[config.mk]
export PLATFORM = sky130hd
export DESIGN_NAME = pwr_state_ctrl
export DESIGN_NICKNAME = d
export VERILOG_FILES = /design/src/rtl/pwr_state_pkg.sv /design/src/rtl/pwr_ctrl.sv /design/src/rtl/pwr_datapath.sv /design/src/rtl/pwr_state_ctrl.sv
export SDC_FILE = /design/constraint.sdc
export NUM_CORES = 1
export LEC_CHECK = 0
export BUFFER_PORTS_ARGS = -buffer_cell sky130_fd_sc_hd__buf_2
export CAP_MARGIN = 10
export CORE_MARGIN = 2
export CORE_UTILIZATION = 50
export CTS_CLUSTER_DIAMETER = 50
export DETAILED_ROUTE_END_ITERATION = 12
export GPL_TIMING_DRIVEN = 1
export PLACE_DENSITY = 0.82
export SETUP_SLACK_MARGIN = 0.5
export SYNTH_ARGS = -nofsm -noshare
export SYNTH_HDL_FRONTEND = slang
export SYNTH_SLANG_ARGS = --single-unit
[constraint.sdc]
create_clock -name clk -period 2.5 [get_ports clk]
set_input_delay 0.125 -clock clk [delete_from_list [all_inputs] [get_ports clk]]
set_output_delay 0.125 -clock clk [all_outputs]
set_load 0.01 [all_outputs]
[src/rtl/pwr_state_pkg.sv]
package pwr_state_pkg;

  typedef enum logic [2:0] {
    PS_FULL   = 3'd0,
    PS_LIGHT  = 3'd1,
    PS_DEEP   = 3'd2,
    PS_BUSOFF = 3'd3,
    PS_UNPWR  = 3'd4
  } pwrState_e;

  typedef enum logic [1:0] {
    SEQ_IDLE    = 2'd0,
    SEQ_SAVE    = 2'd1,
    SEQ_RESTORE = 2'd2
  } seqState_e;

  // strobes from the control to the datapath
  typedef struct packed {
    logic      loadState;
    pwrState_e nextState;
    logic      bumpCount;
    logic      drainEn;
  } dpStrobe_t;

endpackage

[src/rtl/pwr_ctrl.sv]
module pwr_ctrl
  import pwr_state_pkg::*;
(
  input  logic       clk,
  input  logic       rstN,
  input  logic       capD1,
  input  logic       capD2,
  input  logic       capWake,
  input  logic       auxPowerOff,
  input  logic       reqValid,
  input  logic       reqOp,
  input  logic [2:0] reqTarget,
  output logic       reqReady,
  output logic       rspValid,
  output logic       rspOk,
  input  logic       wakeArm,
  input  logic       wakeEvent,
  output logic       wakeDone,
  output logic       wakeOk,
  output logic       saveCtx,
  output logic       restoreCtx,
  input  pwrState_e  curState,
  output dpStrobe_t  strobe
);

  seqState_e seqQ;
  logic      lockValid;
  logic [2:0] lockTarget;
  pwrState_e pendTarget;
  logic      hostOwned;
  logic      rspValidQ, rspOkQ, saveQ, restoreQ;
  logic      wakePending, wakeDoneQ, wakeOkQ;

  logic tgtLegal, conflict, allowed, wakeHit, wakeReturn, accept;
  logic goDeeper, goShallower;

  always_comb begin
    tgtLegal = (reqTarget <= 3'd3)
             && (reqTarget != 3'd1 || capD1)
             && (reqTarget != 3'd2 || capD2);
    conflict    = lockValid && (reqTarget != lockTarget);
    allowed     = tgtLegal && !conflict && (curState != PS_UNPWR);
    goDeeper    = reqTarget > curState;
    goShallower = reqTarget < curState;
    wakeHit     = wakeEvent && wakePending && capWake;
    wakeReturn  = wakeHit && (seqQ == SEQ_IDLE) && (curState != PS_FULL);
    reqReady    = (seqQ == SEQ_IDLE) && !wakeReturn;
    accept      = reqValid && reqReady;
  end

  // sequencer
  always_ff @(posedge clk) begin
    if (!rstN) begin
      seqQ       <= SEQ_IDLE;
      lockValid  <= 1'b0;
      lockTarget <= 3'd0;
      pendTarget <= PS_FULL;
      hostOwned  <= 1'b0;
      rspValidQ  <= 1'b0;
      rspOkQ     <= 1'b0;
      saveQ      <= 1'b0;
      restoreQ   <= 1'b0;
    end else begin
      rspValidQ <= 1'b0;
      saveQ     <= 1'b0;
      restoreQ  <= 1'b0;
      case (seqQ)
        SEQ_IDLE: begin
          if (wakeReturn) begin
            seqQ      <= SEQ_RESTORE;
            hostOwned <= 1'b0;
            lockValid <= 1'b0;
          end else if (accept) begin
            if (!reqOp) begin
              rspValidQ <= 1'b1;
              rspOkQ    <= allowed;
              if (allowed) begin
                lockValid  <= 1'b1;
                lockTarget <= reqTarget;
              end
            end else if (!allowed) begin
              rspValidQ <= 1'b1;
              rspOkQ    <= 1'b0;
            end else begin
              lockValid  <= 1'b0;
              pendTarget <= pwrState_e'(reqTarget);
              if (goDeeper) begin
                seqQ  <= SEQ_SAVE;
                saveQ <= 1'b1;
              end else if (goShallower) begin
                seqQ      <= SEQ_RESTORE;
                hostOwned <= 1'b1;
              end else begin
                rspValidQ <= 1'b1;
                rspOkQ    <= 1'b1;
              end
            end
          end
        end
        SEQ_SAVE: begin
          seqQ      <= SEQ_IDLE;
          rspValidQ <= 1'b1;
          rspOkQ    <= 1'b1;
        end
        SEQ_RESTORE: begin
          seqQ     <= SEQ_IDLE;
          restoreQ <= 1'b1;
          if (hostOwned) begin
            rspValidQ <= 1'b1;
            rspOkQ    <= 1'b1;
          end
        end
        default: seqQ <= SEQ_IDLE;
      endcase
    end
  end

  // single pending wake arm
  always_ff @(posedge clk) begin
    if (!rstN) begin
      wakePending <= 1'b0;
      wakeDoneQ   <= 1'b0;
      wakeOkQ     <= 1'b0;
    end else begin
      wakeDoneQ <= 1'b0;
      if (wakePending) begin
        if (!capWake) begin
          wakePending <= 1'b0;
          wakeDoneQ   <= 1'b1;
          wakeOkQ     <= 1'b0;
        end else if (wakeEvent) begin
          wakePending <= 1'b0;
          wakeDoneQ   <= 1'b1;
          wakeOkQ     <= 1'b1;
        end
      end else if (wakeArm) begin
        if (capWake) begin
          wakePending <= 1'b1;
        end else begin
          wakeDoneQ <= 1'b1;
          wakeOkQ   <= 1'b0;
        end
      end
    end
  end

  always_comb begin
    strobe.loadState = 1'b0;
    strobe.nextState = curState;
    strobe.bumpCount = 1'b0;
    strobe.drainEn   = (curState == PS_FULL) && (seqQ == SEQ_IDLE) && !lockValid;
    if (seqQ == SEQ_IDLE) begin
      if (wakeReturn) begin
        strobe.loadState = 1'b1;
        strobe.nextState = PS_FULL;
      end else if (accept && reqOp && allowed && goShallower) begin
        strobe.loadState = 1'b1;
        strobe.nextState = pwrState_e'(reqTarget);
      end else if (!accept && auxPowerOff && curState == PS_BUSOFF) begin
        strobe.loadState = 1'b1;
        strobe.nextState = PS_UNPWR;
      end
    end else if (seqQ == SEQ_SAVE) begin
      strobe.loadState = 1'b1;
      strobe.nextState = pendTarget;
      strobe.bumpCount = 1'b1;
    end
  end

  assign rspValid   = rspValidQ;
  assign rspOk      = rspOkQ;
  assign saveCtx    = saveQ;
  assign restoreCtx = restoreQ;
  assign wakeDone   = wakeDoneQ;
  assign wakeOk     = wakeOkQ;

  assert_strobes_exclusive_R4: assert property (@(posedge clk) disable iff (!rstN)
    !(saveCtx && restoreCtx));

  assert_wake_source_R11: assert property (@(posedge clk) disable iff (!rstN)
    wakeDone |-> ($past(wakePending) || ($past(wakeArm) && !$past(capWake))));

  assert_save_one_cycle_R4: assert property (@(posedge clk) disable iff (!rstN)
    saveCtx |=> !saveCtx);

endmodule

[src/rtl/pwr_datapath.sv]
module pwr_datapath
  import pwr_state_pkg::*;
#(
  parameter int DATA_W      = 8,
  parameter int QUEUE_DEPTH = 4,
  parameter int CNT_W       = 16
) (
  input  logic              clk,
  input  logic              rstN,
  input  dpStrobe_t         strobe,
  input  logic              ioInValid,
  input  logic [DATA_W-1:0] ioInData,
  output logic              ioInReady,
  output logic              ioOutValid,
  output logic [DATA_W-1:0] ioOutData,
  input  logic              ioOutReady,
  output pwrState_e         curState,
  output logic [CNT_W-1:0]  entryCount
);

  localparam int PTR_W  = (QUEUE_DEPTH > 1) ? $clog2(QUEUE_DEPTH) : 1;
  localparam int FILL_W = $clog2(QUEUE_DEPTH + 1);
  localparam logic [PTR_W-1:0]  LAST_PTR = PTR_W'(QUEUE_DEPTH - 1);
  localparam logic [FILL_W-1:0] FULL_FILL = FILL_W'(QUEUE_DEPTH);
  localparam logic [CNT_W-1:0]  CNT_MAX = {CNT_W{1'b1}};

  logic [DATA_W-1:0] slotMem [QUEUE_DEPTH];
  logic [PTR_W-1:0]  wrPtr, rdPtr;
  logic [FILL_W-1:0] fill;
  logic              push, pop;
  pwrState_e         stateQ;
  logic [CNT_W-1:0]  countQ;

  assign ioInReady  = (fill != FULL_FILL);
  assign push       = ioInValid && ioInReady;
  assign ioOutValid = strobe.drainEn && (fill != '0);
  assign pop        = ioOutValid && ioOutReady;
  assign ioOutData  = slotMem[rdPtr];

  always_ff @(posedge clk) begin
    if (push) slotMem[wrPtr] <= ioInData;
  end

  always_ff @(posedge clk) begin
    if (!rstN) begin
      wrPtr <= '0;
      rdPtr <= '0;
      fill  <= '0;
    end else begin
      if (push) wrPtr <= (wrPtr == LAST_PTR) ? '0 : wrPtr + 1'b1;
      if (pop)  rdPtr <= (rdPtr == LAST_PTR) ? '0 : rdPtr + 1'b1;
      case ({push, pop})
        2'b10:   fill <= fill + 1'b1;
        2'b01:   fill <= fill - 1'b1;
        default: fill <= fill;
      endcase
    end
  end

  always_ff @(posedge clk) begin
    if (!rstN) begin
      stateQ <= PS_FULL;
      countQ <= '0;
    end else begin
      if (strobe.loadState) stateQ <= strobe.nextState;
      if (strobe.bumpCount && countQ != CNT_MAX) countQ <= countQ + 1'b1;
    end
  end

  assign curState   = stateQ;
  assign entryCount = countQ;

  assert_fill_bound_R10: assert property (@(posedge clk) disable iff (!rstN)
    fill <= FULL_FILL);

  assert_io_only_full_R9: assert property (@(posedge clk) disable iff (!rstN)
    ioOutValid |-> (stateQ == PS_FULL));

  assert_count_monotonic_R12: assert property (@(posedge clk) disable iff (!rstN)
    countQ >= $past(countQ));

endmodule

[src/rtl/pwr_state_ctrl.sv]
module pwr_state_ctrl
  import pwr_state_pkg::*;
#(
  parameter int DATA_W      = 8,
  parameter int QUEUE_DEPTH = 4,
  parameter int CNT_W       = 16
) (
  input  logic              clk,
  input  logic              rstN,
  input  logic              capD1,
  input  logic              capD2,
  input  logic              capWake,
  input  logic              auxPowerOff,
  input  logic              reqValid,
  input  logic              reqOp,
  input  logic [2:0]        reqTarget,
  output logic              reqReady,
  output logic              rspValid,
  output logic              rspOk,
  input  logic              wakeArm,
  input  logic              wakeEvent,
  output logic              wakeDone,
  output logic              wakeOk,
  input  logic              ioInValid,
  input  logic [DATA_W-1:0] ioInData,
  output logic              ioInReady,
  output logic              ioOutValid,
  output logic [DATA_W-1:0] ioOutData,
  input  logic              ioOutReady,
  output logic              saveCtx,
  output logic              restoreCtx,
  output logic [2:0]        curState,
  output logic [CNT_W-1:0]  entryCount
);

  dpStrobe_t strobe;
  pwrState_e stateNow;

  pwr_ctrl ctrl_i (
    .clk(clk), .rstN(rstN),
    .capD1(capD1), .capD2(capD2), .capWake(capWake), .auxPowerOff(auxPowerOff),
    .reqValid(reqValid), .reqOp(reqOp), .reqTarget(reqTarget), .reqReady(reqReady),
    .rspValid(rspValid), .rspOk(rspOk),
    .wakeArm(wakeArm), .wakeEvent(wakeEvent), .wakeDone(wakeDone), .wakeOk(wakeOk),
    .saveCtx(saveCtx), .restoreCtx(restoreCtx),
    .curState(stateNow), .strobe(strobe)
  );

  pwr_datapath #(.DATA_W(DATA_W), .QUEUE_DEPTH(QUEUE_DEPTH), .CNT_W(CNT_W)) dp_i (
    .clk(clk), .rstN(rstN), .strobe(strobe),
    .ioInValid(ioInValid), .ioInData(ioInData), .ioInReady(ioInReady),
    .ioOutValid(ioOutValid), .ioOutData(ioOutData), .ioOutReady(ioOutReady),
    .curState(stateNow), .entryCount(entryCount)
  );

  assign curState = stateNow;

  assert_save_before_deeper_R4: assert property (@(posedge clk) disable iff (!rstN)
    (curState > $past(curState) && curState != 3'd4) |-> $past(saveCtx));

  assert_unpowered_exit_R8: assert property (@(posedge clk) disable iff (!rstN)
    ($past(curState) == 3'd4 && curState != 3'd4) |-> (curState == 3'd0 && $past(wakeEvent)));

  assert_restore_after_rise_R5: assert property (@(posedge clk) disable iff (!rstN)
    (curState < $past(curState)) |=> restoreCtx);

endmodule

==> results of run 1 <==
-- report_power, final --
group,switching [W],leakage [nW],internal (W),total (W)
registers,0.0000813,0.662,0.00141,0.00149
logic,0.000363,1.01,0.000334,0.000697
clock network,0.000515,0.0903,0.000382,0.000897
total,0.000959,1.76,0.00213,0.00309
-- logic make-up after synthesis --
logic type	Yosys count	share of synthesized area, %
xor+xnor	15	3.68
mux	15	7.05
buf+inv	29	3.05
compound gates	61	13.4
flops	77	52.2
simple gates	101	15.2
fa+ha+maj	15	5.47
-- metrics by stage --
step	std cells	setup slack (ns)	util, %	area (sq um)	total power [W]
2_1_floorplan	313	0.00506	-	3590	0.00195
3_3_place_gp	465	0.141	58.7	4010	0.00213
3_5_place_dp	465	0.0705	58.7	4010	0.00215
4_1_cts	496	0.253	63.7	4350	0.00307
5_1_grt	498	0.154	64.8	4430	0.00323
6_report	498	0.238	64.8	4430	0.00309
-- synth_stat cells, drive strengths merged, types with 8 or more instances --
cell,instances,area (sq um)
edfxtp,32,961
ha,14,175
nor2,28,105
inv,22,82.6
a21oi,20,115
xnor2,8,70.1
dfxtp,45,901
and3,12,75.1
o21ai,9,48.8
nand3,8,40.0
nand2,18,75.1
mux4,8,180
-- layer usage --
layer / global-route usage [%] / vias to the layer above
met3: 3.54 / 20
met2: 35.0 / 90
met1: 26.4 / 1322
met5: 0 / -
met4: 9.78 / 0
li1: - / 1338
-- timing repair --
| item | CTS | global route |
|---|---|---|
| pin swaps | 5 | 4 |
| hold buffers | 8 | 0 |
| endpoints found under the hold margin | 31 | 0 |
| endpoints found under the setup margin | 2 | 9 |
| resized for setup | 8 | 8 |
| cloned | 0 | 0 |
| buffers inserted | 7 | 2 |
-- critical path, cell delays in order, from the launching register on --
cell	delay [ns]
dfxtp_4	0.38
or3_4	0.35
nor4_4	0.14
nand2_1	0.09
inv_1	0.07
ha_2	0.18
inv_2	0.04
fa_2	0.33
xor2_1	0.15
or3_1	0.32
a21oi_1	0.15
-- path summary, 6_finish.rpt --
path | endpoint | startpoint | depth (start not counted) | slack, ns
max | dp_i.fill[2] | dp_i.curState[1] | 10 | 0.24
max reg2reg | dp_i.fill[2] | dp_i.curState[1] | 10 | 0.24
min reg2reg | ctrl_i.lockTarget[2] | ctrl_i.lockTarget[2] | 1 | 0.49
min | ctrl_i.wakeDone | wakeArm | 3 | 0.06
-- sequential cells by signal, summed over array words and instances (netlist names), named ones only --
name                cells
dp_i.wrPtr              2
ctrl_i.saveCtx          1
dp_i.fill               3
dp_i.rdPtr              2
ctrl_i.hostOwned        1
dp_i.entryCount        16
dp_i.curState           3
ctrl_i.wakePending      1
ctrl_i.lockValid        1
dp_i.slotMem           32
ctrl_i.seqQ             2
ctrl_i.restoreCtx       1
ctrl_i.lockTarget       3
ctrl_i.wakeOk           1
ctrl_i.rspValid         1
ctrl_i.wakeDone         1
ctrl_i.rspOk            1
ctrl_i.pendTarget       3
-- final cells by class --
cell class | instances | area [sq um]
tap | 96 | 120
sequential | 77 | 1870
timing repair buffer | 80 | 475
multi-input combinational | 207 | 1680
clock buffer | 9 | 124
inverter | 22 | 90.1
fill | 509 | 2400
clock inverter | 7 | 63.8
==> impl_metrics.toml, run 1 <==
[sta]
holdWs_ns = 0.0563
slew_violations = 0
period_share_pct = 90.5
fin_skew_ns = 0.0113
fin_crit_ns = 2.26
max_freq_ghz = 0.442
rsz0062_at_grt = "yes"
hold_violations = 0
relSlewSlack_pct = 58.0
setup_tns_ns = 0
setup_viol = 0
worstMarginPinSlew_ns = 0.629

[run]
max_cap_viol_count = 0

[floorplanning]
die_h_microns = 88.5
core_sq_um = 6830
io_pins = 59
die_w_microns = 88.5
die-area_sq_um = 7820
num_rows = 30
initial_core_util_pct = 52.2

[finish]
syn_to_final_growth_pct = 24.2
final_common_cell = "buf_2"
mostFrequentLayoutCells = "buf_2 (58), dfxtp_1 (39), edfxtp_1 (32)"
diodes = 0
drive_gt1_share_pct = 31.6
layout.nets = 435

[synthesis]
async_flop_share_pct = 0
syn_area_sq_um = 3570
syn-instance-count = 313
synth_nets = 351
seq_area_frac_synth_pct = 52.2
synthDistinctLibCells = 62
synth_area_per_cell_sq_um = 11.4
synth_edf_count = 32
yosys_register_bits = 77
synth-main-ff-cell = "dfxtp_1"
yosysWarnings = 0

[global_route]
grt_pass1_wl_microns = 12400
antenna_found_initial = 0
first_global_vias = 2626
grt_overflow_total = 0
grt_max_degree = 18
gr-usage-all-layers_pct = 20.9

[critical_path]
critPathLaunchType = "flip-flop"
cp-end-kind = "flip-flop"
crit_type = "reg -> reg"
critical_path_arrival_ns = 2.54
crit_required_ns = 2.78
crit_fanout = 6

[power]
ir_worst_vdd_v = 0.000424
p_leak_nw = 1.76
powerDensity_nw_per_um2 = 697

[cts]
clock_latency_ns = 0.36
cts-root-buf = "clkbuf_8"
cts_sinks = 77
h-tree-depth = 3
cts_buffers = 9
clk_pin_slew_worst_paths_ns = 0.09
cts_buffer_depth = 2
cts_tree = "built"

[place]
dpl.hpwl_microns = 5220
port_buffers = 58
place.gp.congestion = 0.844

[min_path]
hold_class = "in -> reg"

[drt]
dr.max_layer_used = "met4"
wirelength_microns = 7900
dr_wl_met3_microns = 370
antenna_left = 0
drt_iter0_drc = 139
vias_per_cell = 5.56
drt-met1-wl_microns = 3430
wl_met2_microns = 3900
first_pass_iters = 5
drc_errors = 0
dr_total_vias = 2770
wire_per_inst_microns = 15.9

[run_status]
status = "finished clean"
(Power assumes the default switching activity.)
==> run 2, diff against run 1 <==
- ABC_AREA: unset -> 1
==> run 2 against run 1 <==
Total power is 8.2% higher; synthesized cell count is 31% higher; critical endpoint unchanged; worst hold slack worse by 0.040 ns; die area is 1.4% higher; combinational power is 19% higher.
==> impl_metrics.toml, run 2 <==
[run_status]
status = "finished clean"

[floorplanning]
core_sq_um = 7140
io_pins = 59
die_h_microns = 89.1
die_w_microns = 89.1
initial_core_util_pct = 50.7
die-area_sq_um = 7940
num_rows = 31

[drt]
dr_total_vias = 2981
wirelength_microns = 7770
first_pass_iters = 4
drc_errors = 0
antenna_left = 0
wire_per_inst_microns = 13.1
drt_iter0_drc = 122
vias_per_cell = 5.04

[synthesis]
synth-main-ff-cell = "dfxtp_1"
synthTopCellsByArea = "edfxtp_1 (27%), dfxtp_1 (25%), nand2_1 (7.4%), nor2_1 (5.0%), ha_1 (4.8%)"
synth_top_area_share_pct = 26.5
syn-instance-count = 411
yosysTopAreaCell = "edfxtp_1"
synth_edf_count = 32
synth_area_per_cell_sq_um = 8.81
synthDistinctLibCells = 43
ys_top_cells_by_count = "nand2_1 (71), nor2_1 (48), dfxtp_1 (45), inv_1 (44), edfxtp_1 (32)"
async_flop_share_pct = 0
seq_area_frac_synth_pct = 51.4
synth_nets = 449
yosysWarnings = 0
yosys_register_bits = 77
syn_area_sq_um = 3620
synthMostInstantiatedCell = "nand2_1"

[sta]
period_share_pct = 80.3
setup_tns_ns = 0
fin_crit_ns = 2.01
max_freq_ghz = 0.498
setup_viol = 0
rsz0062_at_grt = "yes"
fin_skew_ns = 0.00959
hold_violations = 0
slew_violations = 0
worstMarginPinSlew_ns = 0.736
relSlewSlack_pct = 50.8
holdWs_ns = 0.0163

[power]
p_leak_nw = 1.85
ir_worst_vdd_v = 0.000350
powerDensity_nw_per_um2 = 759

[finish]
diodes = 0
syn_to_final_growth_pct = 21.6
layout.nets = 526
largest_reg_flops = 32
final_cells = 592
post-route-util_pct = 61.7
num-fill-cells = 589
final_common_cell = "nand2_1"
regMostFlops = "dp_i.slotMem"
drive_gt1_share_pct = 26.0
mostFrequentLayoutCells = "nand2_1 (69), buf_2 (58), nor2_1 (48)"

[place]
port_buffers = 58
place.gp.congestion = 0.905
dpl.cell_count = 568
dpl.hpwl_microns = 5570

[run]
max_cap_viol_count = 0

[critical_path]
crit_type = "reg -> reg"
critical_path_arrival_ns = 2.24
crit_fanout = 3
crit_required_ns = 2.74
critPathLaunchType = "flip-flop"
r2r_slack_ns = 0.49
cp-end-kind = "flip-flop"

[cts]
cts_buffers = 9
h-tree-depth = 3
cts_sinks = 77
cts_tree = "built"
cts-root-buf = "clkbuf_8"
cts_buffer_depth = 2
clock_latency_ns = 0.34
clk_pin_slew_worst_paths_ns = 0.08

[global_route]
grt_overflow_total = 0
gr-usage-all-layers_pct = 19.8
grt_max_degree = 24
top_usage_layer = "met2"
grt_pass1_wl_microns = 12000
grtUsageMet1_pct = 24.0
grt_use_met2_pct = 34.9
antenna_found_initial = 0
met3_usage_pct = 3.32
first_global_vias = 2689

[min_path]
hold_class = "in -> reg"
run 2: cell count changes in the layout (fill, tap and decap cells not counted), moves of 8 or more:
| cell | delta |
|---|---|
| o21ai_0 | +21 |
| nor2_1 | +20 |
| and3_1 | -10 |
| nand2_1 | +52 |
| inv_2 | +12 |
| mux4_2 | -8 |
| inv_1 | +22 |
| a21oi_1 | +10 |
| o21ai_1 | +12 |
run 2: power by group:
group | switching, W | leakage (nW) | internal (W) | total [W]
sequential | 0.0000609 | 0.661 | 0.00142 | 0.00149
clock | 0.000457 | 0.110 | 0.000567 | 0.00102
combinational | 0.000506 | 1.08 | 0.000324 | 0.000830
total | 0.00102 | 1.85 | 0.00232 | 0.00334
run 2: timing repair:
action                                  in CTS  in global routing
pin swaps                                    2                  1
endpoints found under the setup margin       1                  2
hold endpoints to repair                    15                  0
resized for setup                            2                  2
hold buffers                                 4                  0
gates cloned                                 0                  0
buffers inserted                             3                  1
run 2: worst max-delay path, stage by stage (launching register included):
cell	delay (ns)
dfxtp_4	0.36
nor2_4	0.13
nand2_4	0.08
nor4_4	0.22
nand2_1	0.13
inv_2	0.09
ha_4	0.13
inv_2	0.04
fa_2	0.33
a21oi_1	0.12
o21ai_1	0.09
o21ai_1	0.13
a21oi_1	0.05
run 2: cell families (layout without fill, tap and decap cells):
logic type      after synthesis  in the layout  synth area share, %
flops                        77             77                 51.4
xor+xnor                      3              3                0.726
compound gates               88             88                 13.2
buf+inv                      64            146                 6.95
simple gates                164            164                 22.3
fa+ha+maj                    15             15                 5.39
run 2: final cells by class:
class                   count  area (sq um)  area share, %
clock inverters             7          98.8           2.25
inverters                  58           220           5.00
well taps                  99           124           2.81
multi-input cells         270          1560           35.4
clock buffers               9           124           2.81
flip-flops and latches     77          1870           42.5
repair buffers             72           405           9.21
run 2: metrics by stage:
step | worst slack (ns) | power, W | area, sq um
2_1_floorplan | 0.474 | 0.00205 | 3670
4_1_cts | 0.500 | 0.00335 | 4390
3_5_place_dp | 0.424 | 0.00230 | 4100
5_1_grt | 0.386 | 0.00352 | 4400
6_report | 0.493 | 0.00334 | 4400
3_3_place_gp | 0.498 | 0.00227 | 4100
run 2: path summary, 6_finish.rpt:
kind         depth (start not counted)              endpoint            startpoint
max reg2reg                         12          dp_i.fill[2]      dp_i.curState[0]
max                                 12          dp_i.fill[2]      dp_i.curState[0]
min reg2reg                          2  ctrl_i.pendTarget[2]  ctrl_i.pendTarget[2]
min                                  1    dp_i.slotMem[2][3]           ioInData[3]
run 2: per-layer routing:
layer	routed length, microns	share of wire, %
met1	3430	44
met2	3900	50
met3	355	4.6
met4	82	1.1
met5	0	0
